`config.mk`:
```
export PLATFORM = sky130hd
export DESIGN_NAME = nand_erase_seq
export DESIGN_NICKNAME = d
export VERILOG_FILES = /design/src/rtl/nes_pkg.sv /design/src/rtl/nes_bus_strobe.sv /design/src/rtl/nes_wait_timer.sv /design/src/rtl/nes_status_decode.sv /design/src/rtl/nand_erase_seq.sv
export SDC_FILE = /design/constraint.sdc
export NUM_CORES = 1
export LEC_CHECK = 0
export ABC_CLOCK_PERIOD_IN_PS = 2400
export CORE_MARGIN = 2
export CORE_UTILIZATION = 43
export CTS_CLUSTER_DIAMETER = 200
export DETAILED_ROUTE_END_ITERATION = 12
export DONT_BUFFER_PORTS = 1
export GPL_ROUTABILITY_DRIVEN = 0
export GPL_TIMING_DRIVEN = 0
export PLACE_DENSITY = 0.69
export SYNTH_ARGS = -nofsm -noshare
export SYNTH_HDL_FRONTEND = slang
export SYNTH_HIERARCHICAL = 1
export SYNTH_SLANG_ARGS = --single-unit
```
`constraint.sdc`:
```
create_clock -name clk -period 2.4 [get_ports clk]
set_clock_uncertainty 0.2 [all_clocks]
set_input_delay 0.12 -clock clk [delete_from_list [all_inputs] [get_ports clk]]
set_output_delay 0.12 -clock clk [all_outputs]
set_load 0.03 [all_outputs]
```
`src/rtl/nes_pkg.sv`:
```
package nes_pkg;

    typedef enum logic [3:0] {
        ST_IDLE,
        ST_W_SETUP,
        ST_W_ADR_LO,
        ST_W_ADR_HI,
        ST_W_CONFIRM,
        ST_WAIT_WB,
        ST_WAIT_RDY,
        ST_W_STATUS,
        ST_RD_STATUS,
        ST_W_READ00,
        ST_DONE
    } seq_state_t;

    typedef enum logic [1:0] {
        PH_IDLE,
        PH_SETUP,
        PH_PULSE,
        PH_HOLD
    } strobe_phase_t;

    typedef enum logic [1:0] {
        RES_PASS    = 2'd0,
        RES_FAIL    = 2'd1,
        RES_PROT    = 2'd2,
        RES_TIMEOUT = 2'd3
    } erase_res_t;

    localparam logic [7:0] CMD_ERASE_SETUP   = 8'h60;
    localparam logic [7:0] CMD_ERASE_CONFIRM = 8'hD0;
    localparam logic [7:0] CMD_STATUS        = 8'h70;
    localparam logic [7:0] CMD_READ          = 8'h00;

    localparam int ST_BIT_FAIL  = 0;
    localparam int ST_BIT_READY = 6;
    localparam int ST_BIT_WPN   = 7;

endpackage

```
`src/rtl/nes_bus_strobe.sv`:
```
module nes_bus_strobe
    import nes_pkg::*;
#(
    parameter int T_SETUP = 2,
    parameter int T_PULSE = 2,
    parameter int T_HOLD  = 1
) (
    input  logic clk,
    input  logic rst_n,
    input  logic start,
    input  logic rd,
    output logic we_n,
    output logic re_n,
    output logic cap,
    output logic fin
);
    localparam int TMAX = (T_SETUP > T_PULSE) ? ((T_SETUP > T_HOLD) ? T_SETUP : T_HOLD)
                                              : ((T_PULSE > T_HOLD) ? T_PULSE : T_HOLD);
    localparam int CW = (TMAX < 2) ? 1 : $clog2(TMAX);

    typedef struct packed {
        strobe_phase_t  ph;
        logic           rd;
        logic [CW-1:0]  cnt;
    } strobe_t;

    strobe_t s_d, s_q;

    always_comb begin
        s_d = s_q;
        cap = 1'b0;
        fin = 1'b0;
        case (s_q.ph)
            PH_IDLE: begin
                if (start) begin
                    s_d.ph  = PH_SETUP;
                    s_d.rd  = rd;
                    s_d.cnt = CW'(T_SETUP - 1);
                end
            end
            PH_SETUP: begin
                if (s_q.cnt == '0) begin
                    s_d.ph  = PH_PULSE;
                    s_d.cnt = CW'(T_PULSE - 1);
                end else begin
                    s_d.cnt = s_q.cnt - CW'(1);
                end
            end
            PH_PULSE: begin
                if (s_q.cnt == '0) begin
                    cap     = s_q.rd;
                    s_d.ph  = PH_HOLD;
                    s_d.cnt = CW'(T_HOLD - 1);
                end else begin
                    s_d.cnt = s_q.cnt - CW'(1);
                end
            end
            default: begin
                if (s_q.cnt == '0) begin
                    fin    = 1'b1;
                    s_d.ph = PH_IDLE;
                end else begin
                    s_d.cnt = s_q.cnt - CW'(1);
                end
            end
        endcase
    end

    always_ff @(posedge clk or negedge rst_n) begin
        if (!rst_n) s_q <= '0;
        else        s_q <= s_d;
    end

    assign we_n = !((s_q.ph == PH_PULSE) && !s_q.rd);
    assign re_n = !((s_q.ph == PH_PULSE) &&  s_q.rd);

endmodule

```
`src/rtl/nes_wait_timer.sv`:
```
module nes_wait_timer #(
    parameter int LIMIT = 200000
) (
    input  logic clk,
    input  logic rst_n,
    input  logic clr,
    input  logic run,
    output logic expired
);
    localparam int TW = $clog2(LIMIT + 1);

    logic [TW-1:0] cnt_d, cnt_q;

    assign expired = (cnt_q == TW'(LIMIT));

    always_comb begin
        cnt_d = cnt_q;
        if (clr)                cnt_d = '0;
        else if (run && !expired) cnt_d = cnt_q + TW'(1);
    end

    always_ff @(posedge clk or negedge rst_n) begin
        if (!rst_n) cnt_q <= '0;
        else        cnt_q <= cnt_d;
    end

endmodule

```
`src/rtl/nes_status_decode.sv`:
```
module nes_status_decode
    import nes_pkg::*;
(
    input  logic [7:0]  status,
    output logic        ready,
    output erase_res_t  res
);
    always_comb begin
        ready = status[ST_BIT_READY];
        if (!status[ST_BIT_WPN])      res = RES_PROT;
        else if (status[ST_BIT_FAIL]) res = RES_FAIL;
        else                          res = RES_PASS;
    end
endmodule

```
`src/rtl/nand_erase_seq.sv`:
```
module nand_erase_seq
    import nes_pkg::*;
#(
    parameter int PLANE_W     = 1,
    parameter int BLOCK_W     = 9,
    parameter int PAGE_W      = 6,
    parameter int T_SETUP     = 2,
    parameter int T_PULSE     = 2,
    parameter int T_HOLD      = 1,
    parameter int T_WB        = 4,
    parameter int SYNC_STAGES = 2,
    parameter int TIMEOUT_CYC = 200000
) (
    input  logic               clk,
    input  logic               rst_n,
    input  logic               req_valid,
    input  logic [PLANE_W-1:0] req_plane,
    input  logic [BLOCK_W-1:0] req_block,
    input  logic               poll_mode,
    output logic               busy,
    output logic               done,
    output logic [1:0]         result,
    output logic               nf_ce_n,
    output logic               nf_cle,
    output logic               nf_ale,
    output logic               nf_we_n,
    output logic               nf_re_n,
    output logic [7:0]         nf_dq_out,
    output logic               nf_dq_oe,
    input  logic [7:0]         nf_dq_in,
    input  logic               nf_rdy
);
    localparam int ROW_W = 16;
    localparam int WBW   = (T_WB < 2) ? 1 : $clog2(T_WB);

    typedef struct packed {
        seq_state_t             st;
        logic                   go;
        logic                   rd;
        logic                   cle;
        logic                   ale;
        logic [7:0]             dq;
        logic [ROW_W-1:0]       row;
        logic                   poll;
        logic [7:0]             stat;
        erase_res_t             res;
        logic [WBW-1:0]         wb;
        logic [SYNC_STAGES-1:0] rsync;
    } seq_t;

    seq_t       r_d, r_q;
    logic       stb_cap, stb_fin;
    logic       tmr_clr, tmr_run, tmr_exp;
    logic       st_ready;
    erase_res_t st_res;
    logic       rdy_s;

    assign rdy_s = r_q.rsync[SYNC_STAGES-1];

    nes_bus_strobe #(
        .T_SETUP (T_SETUP),
        .T_PULSE (T_PULSE),
        .T_HOLD  (T_HOLD)
    ) u_strobe (
        .clk   (clk),
        .rst_n (rst_n),
        .start (r_q.go),
        .rd    (r_q.rd),
        .we_n  (nf_we_n),
        .re_n  (nf_re_n),
        .cap   (stb_cap),
        .fin   (stb_fin)
    );

    nes_wait_timer #(
        .LIMIT (TIMEOUT_CYC)
    ) u_timer (
        .clk     (clk),
        .rst_n   (rst_n),
        .clr     (tmr_clr),
        .run     (tmr_run),
        .expired (tmr_exp)
    );

    nes_status_decode u_decode (
        .status (r_q.stat),
        .ready  (st_ready),
        .res    (st_res)
    );

    assign tmr_clr = (r_q.st == ST_IDLE);
    assign tmr_run = (r_q.st == ST_WAIT_WB) || (r_q.st == ST_WAIT_RDY) ||
                     (r_q.poll && ((r_q.st == ST_W_STATUS) || (r_q.st == ST_RD_STATUS)));

    always_comb begin
        r_d       = r_q;
        r_d.go    = 1'b0;
        r_d.rsync = {r_q.rsync[SYNC_STAGES-2:0], nf_rdy};
        if (stb_cap) r_d.stat = nf_dq_in;
        case (r_q.st)
            ST_IDLE: begin
                if (req_valid) begin
                    r_d.row  = ROW_W'({req_block, req_plane, {PAGE_W{1'b0}}});
                    r_d.poll = poll_mode;
                    r_d.st   = ST_W_SETUP;
                    r_d.go   = 1'b1;
                    r_d.rd   = 1'b0;
                    r_d.cle  = 1'b1;
                    r_d.ale  = 1'b0;
                    r_d.dq   = CMD_ERASE_SETUP;
                end
            end
            ST_W_SETUP: begin
                if (stb_fin) begin
                    r_d.st  = ST_W_ADR_LO;
                    r_d.go  = 1'b1;
                    r_d.cle = 1'b0;
                    r_d.ale = 1'b1;
                    r_d.dq  = r_q.row[7:0];
                end
            end
            ST_W_ADR_LO: begin
                if (stb_fin) begin
                    r_d.st = ST_W_ADR_HI;
                    r_d.go = 1'b1;
                    r_d.dq = r_q.row[15:8];
                end
            end
            ST_W_ADR_HI: begin
                if (stb_fin) begin
                    r_d.st  = ST_W_CONFIRM;
                    r_d.go  = 1'b1;
                    r_d.cle = 1'b1;
                    r_d.ale = 1'b0;
                    r_d.dq  = CMD_ERASE_CONFIRM;
                end
            end
            ST_W_CONFIRM: begin
                if (stb_fin) begin
                    if (r_q.poll) begin
                        r_d.st = ST_W_STATUS;
                        r_d.go = 1'b1;
                        r_d.dq = CMD_STATUS;
                    end else begin
                        r_d.st  = ST_WAIT_WB;
                        r_d.cle = 1'b0;
                        r_d.dq  = 8'h00;
                        r_d.wb  = WBW'(T_WB - 1);
                    end
                end
            end
            ST_WAIT_WB: begin
                if (r_q.wb == '0) r_d.st = ST_WAIT_RDY;
                else              r_d.wb = r_q.wb - WBW'(1);
            end
            ST_WAIT_RDY: begin
                if (rdy_s) begin
                    r_d.st  = ST_W_STATUS;
                    r_d.go  = 1'b1;
                    r_d.cle = 1'b1;
                    r_d.dq  = CMD_STATUS;
                end else if (tmr_exp) begin
                    r_d.st  = ST_DONE;
                    r_d.res = RES_TIMEOUT;
                end
            end
            ST_W_STATUS: begin
                if (stb_fin) begin
                    r_d.st  = ST_RD_STATUS;
                    r_d.go  = 1'b1;
                    r_d.rd  = 1'b1;
                    r_d.cle = 1'b0;
                    r_d.dq  = 8'h00;
                end
            end
            ST_RD_STATUS: begin
                if (stb_fin) begin
                    if (st_ready) begin
                        r_d.st  = ST_W_READ00;
                        r_d.go  = 1'b1;
                        r_d.rd  = 1'b0;
                        r_d.cle = 1'b1;
                        r_d.dq  = CMD_READ;
                        r_d.res = st_res;
                    end else if (tmr_exp) begin
                        r_d.st  = ST_DONE;
                        r_d.rd  = 1'b0;
                        r_d.res = RES_TIMEOUT;
                    end else begin
                        r_d.go = 1'b1;
                    end
                end
            end
            ST_W_READ00: begin
                if (stb_fin) begin
                    r_d.st  = ST_DONE;
                    r_d.cle = 1'b0;
                end
            end
            default: begin
                r_d.st  = ST_IDLE;
                r_d.cle = 1'b0;
                r_d.ale = 1'b0;
                r_d.rd  = 1'b0;
            end
        endcase
    end

    always_ff @(posedge clk or negedge rst_n) begin
        if (!rst_n) r_q <= '0;
        else        r_q <= r_d;
    end

    assign busy      = (r_q.st != ST_IDLE);
    assign done      = (r_q.st == ST_DONE);
    assign result    = r_q.res;
    assign nf_ce_n   = !busy;
    assign nf_cle    = r_q.cle;
    assign nf_ale    = r_q.ale;
    assign nf_dq_out = r_q.dq;
    assign nf_dq_oe  = busy && !r_q.rd;

endmodule

```
Word-level counts from Yosys, hierarchy flattened
Index checks and enable logic that the tools add are counted.

word-level totals
  flip-flop bits (word level) = 63
  bits in latches = 0
  RAM bits = 0
  ROM bits = 0
  output and inout port bits = 18
  memories = 0

cells by class
  add/subtract/negate cells = 3
  $mul = 0
  div/mod/pow operators = 0
  $lt $le $gt $ge = 0
  equality and inequality tests = 32
  shifts and indexed selects = 0
  muxes and demuxes = 62
  bitwise gates (word level) = 3
  reduce and logical (&&, ||, !) cells = 36

operators by type and width
  operator                                        number
  one-hot mux 8 bit (8 select lines)              1
  two-way mux 8 bit                               6
  one-hot mux 4 bit (10 select lines)             1
  two-way mux 18 bit                              2
  inequality test 2 bit (second input constant)   17
  two-way mux 33 bit                              1
  two-way mux 2 bit                               12
  two-way mux 7 bit                               3
  two-way mux 10 bit                              2
  two-way mux 4 bit                               5
  two-way mux 5 bit                               4
  adder 18 x 1 -> 18 bit (second input constant)  1
  == test 18 bit (second input constant)          1
  == test 4 x 3 -> 1 bit (second input constant)  4
  two-way mux 1 bit                               16
  OR reduction 7 bit                              2
  == test 4 bit (second input constant)           3
  AND reduction 4 bit                             3
  AND reduction 11 bit                            1
  AND reduction 10 bit                            1
  one-hot mux 1 bit (9 select lines)              1
  AND reduction 9 bit                             1
  == test 4 x 2 -> 1 bit (second input constant)  2
  one-hot mux 1 bit (4 select lines)              2
  other kinds (26)                                44

Depth between registers and ports, before layout
  depth after elaboration = 7
  gate-level depth with buffers = 10
  gate-level depth less buffers = 10

Modules after synthesis
Netlist, hierarchy kept.

by module, submodules not included
  module             instances  cells an instance  area an instance (um2)
  nand_erase_seq     1          236                2307.2
  nes_wait_timer     1          107                1027.2
  nes_bus_strobe     1          27                 285.3
  nes_status_decode  1          3                  17.5

Worst setup path before layout
Ideal clock, no wire load.

  path type = register to register
  start point = reg r_q[43] in the netlist's numbering
  end point = reg u_timer.cnt_q[17]
  setup time = 0.078 ns
  arrival = 2.221 ns
  required time = 2.122 ns
  slack = -0.099 ns
  stages on the path, launching flop included = 11
  cells stage by stage = dfrtp_1 buf_2 buf_2 clkbuf_1 o21ai_0 a21oi_1 a31o_2 and3_1 nand2_1 or4_1 a21oi_1

between the ends
  cells in the longest elaborated chain, start to end = 6
  elaborated cells between the ends (all ways) = 12

ends and longest elaborated chain
  element                                                  line                   RTL
  start: declaration                                       nand_erase_seq.sv:51   seq_t r_d, r_q;
  start signal: assignment                                 nand_erase_seq.sv:211  else r_q <= r_d;
  == test 4 x 3 -> 1 bit or == test 4 bit (tied branches)  nand_erase_seq.sv:93   (r_q.poll && ((r_q.st == ST_W_STATUS) || (r_q.st == ST_RD_STATUS)));
  logical OR 1 bit                                         nand_erase_seq.sv:93
  logical AND 1 bit                                        nand_erase_seq.sv:93
  logical OR 1 bit (*)                                     nand_erase_seq.sv:92   assign tmr_run = (r_q.st == ST_WAIT_WB) || (r_q.st == ST_WAIT_RDY) ||
  named net tmr_run                                        nand_erase_seq.sv:53   logic tmr_clr, tmr_run, tmr_exp;
  logical AND 1 bit (*)                                    nes_wait_timer.sv:19   else if (run && !expired) cnt_d = cnt_q + TW'(1);
  nonzero test 2 bit (no source line) (*)                  -
  end signal: assignment                                   nes_wait_timer.sv:24   else cnt_q <= cnt_d;
  end: declaration                                         nes_wait_timer.sv:12   logic [TW-1:0] cnt_d, cnt_q;

The timed path passes the listed nets; every way through them passes the cells marked *.
A chain may end at the register's enable or synchronous reset.

Worst setup path in the final report
  start point = reg r_q[43] in the netlist's numbering
  end point = reg r_q[26] in the netlist's numbering

between the ends
  cells in the longest elaborated chain, start to end = 2

ends and longest elaborated chain
  element                               line                   RTL
  logical NOT 4 bit                     nand_erase_seq.sv:100  case (r_q.st)
  AND reduction 2 bit (no source line)  -

No other way between the ends.

==> results.yml <==
route:
  wl_mm: 8.56
  number_of_detailed_routing_iterations_run_before_antenna_repair: 7
  routed-via-count: 2951
  drt-initial-drc-count: 218
  avgRoutedWirePerCell_um: 16.6
  final_antenna_net_count: 0
  vias_per_cell: 5.72
  route.detailed.drc: 0
placed_design:
  placedInstanceArea_um2: 3580
  detailedPlacementHpwl_mm: 5.34
  place_ws_ps: -397
  place.port_buffers: 0
sta:
  layout_setup_ws_ps: -81.9
  setup_viol: 8
  final_hold_vio_count: 0
  timing.final.crit_period_ps: 2480
  final_min_period_over_clock_period: 1.03
  timing_worst_slew_pin_value_ps: 822
  timing.slew.headroom: 0.450
  grt_setup_unrepaired: "true"
  finalMaxSlewViolations: 0
  fmaxAchievable_mhz: 403
logic_synthesis:
  synthCells: 363
  synth.cell_area_um2: 3460
  yosys_warnings: 6
  post_syn_nets: 394
  post_synth.cell_area_avg_um2: 9.52
worst_setup_path:
  data_arrival_time_of_the_critical_path_ps: 2510
  cp_data_required_time_ps: 2420
  worstSetupEndpointType: "register"
  critical_path.max_fanout: 8
  worstSetupPathType: "reg -> reg"
  cp-start-kind: "register"
  setup.reg_to_reg.worst_slack_ps: -80
power_and_ir_drop:
  power_per_cell_area_nw_per_um2: 1140
  power_leakage_uw: 0.00187
  vdd.ir_drop.worst_mv: 0.373
cells_and_area:
  syn_to_final_growth_pct: 26.3
  multi_input_comb_area_um2: 1880
  layout.filler_cells: 661
  layout_commonest_cell: "dfrtp_1"
  final_core_util: 0.562
  antennaDiodeCount: 0
  nets: 440
  ff_latch_area_um2: 1450
  fin_area_um2: 4360
  post_route_cells_drive_above_1_share: 0.297
  most_frequent_cells_in_the_layout: "56 x dfrtp_1, 29 x buf_4, 25 x nand2_1, 24 x a21oi_1, 21 x nor2_1"
clocking:
  h_tree_level_count: 3
  clk_transition_reported_paths_ps: 70
  cts_tree: "built"
  bufs_on_longest_clock_path: 2
  tritoncts_num_sinks: 58
  master_cell_of_the_clock_root_buffer: "clkbuf_8"
  insertion_delay_ps: 340
  clock_buffer_count_from_cts: 9
min_path:
  min_path_type: "in -> reg"
global_routing:
  track_usage: 0.203
  grt_antenna_before_repair: 0
  global_route_wire_length_before_repair_mm: 13.9
  number_of_global_route_vias_before_repair: 2823
  global_route.overflow_total: 0
  grt_start_max_net_pins: 59
status:
  violations: "setup timing"
  status: "finished with violations"
die:
  floorplan_core_area_um2: 7770
  start_util: 0.445
  die_x_um: 93.7
  pin_count: 41
  die_h_um: 93.7
  die_footprint_um2: 8770
  rows: 32
run:
  maxCapViolations: 0
-- state kept, by name, indices dropped and copies added (netlist names) --
register       flops
nf_ale             1
nf_cle             1
nf_dq_out          8
r_d                1
r_q               23
result             2
u_strobe/s_q       4
u_timer/cnt_q     18
-- metrics by stage --
stage	total power, µW	setup TNS [ps]	hold slack [ps]	instances
CTS	4880	-856	13.8	512
floorplan	2930	0	-376	363
global route	5270	-1720	67.1	516
global placement	3270	-8300	-374	465
detailed placement	3310	-9110	-374	465
finish	4980	-525	45.7	516
-- power breakdown --
part | total (µW) | leakage (µW) | switching (µW) | internal (µW)
combinational | 2430 | 0.000985 | 1320 | 1110
clock | 1140 | 0.000129 | 396 | 743
sequential | 1410 | 0.000753 | 183 | 1230
-- final cells by class --
type	instances	share of cell area
plain buffers	30	0.0530
clock buffers	11	0.0347
clock inverters	5	0.0229
inverters	19	0.0169
multi-input cells	255	0.431
flip-flops and latches	58	0.333
well taps	102	0.0292
repair buffers	36	0.0788
-- timing repair --
| action | in CTS | in global routing |
|---|---|---|
| resized for setup | 34 | 30 |
| buffers inserted | 11 | 6 |
| cloned | 3 | 0 |
| hold endpoints to repair | 76 | 0 |
| pin swaps | 5 | 7 |
| hold buffers | 18 | 0 |
| setup endpoints to repair | 43 | 40 |
-- metal layers --
layer / part of all wire / vias to the layer above / GRT usage
met4: 0.022 / 0 / 0.0676
met5: 0 / - / 0
met2: 0.46 / 124 / 0.323
li1: - / 1383 / -
met1: 0.45 / 1413 / 0.267
met3: 0.070 / 31 / 0.0586
-- path summary, 6_finish.rpt --
path | start | end | cells after the start
setup reg to reg | r_q[43]$_DFFE_PN0P_ | r_q[26]$_DFFE_PN0P_ | 7
hold / removal | req_valid | r_q[44]$_DFFE_PN0P_ | 5
hold reg to reg | r_d[1]$_DFF_PN0_ | r_q[1]$_DFF_PN0_ | 0
min in group asynchronous | rst_n | r_q[44]$_DFFE_PN0P_ | 2
max in group asynchronous | rst_n | r_q[22]$_DFFE_PN0P_ | 2
setup / recovery | r_q[43]$_DFFE_PN0P_ | r_q[26]$_DFFE_PN0P_ | 7
-- worst max-delay path: stages, from the launching register on --
cell and delay, ps:
dfrtp_1 380, buf_6 130, or2_4 240, nor3_4 680, nand2_2 170, buf_6 170
buf_8 120, mux2_2 270
Note: power is estimated with default switching activity, not from simulation.
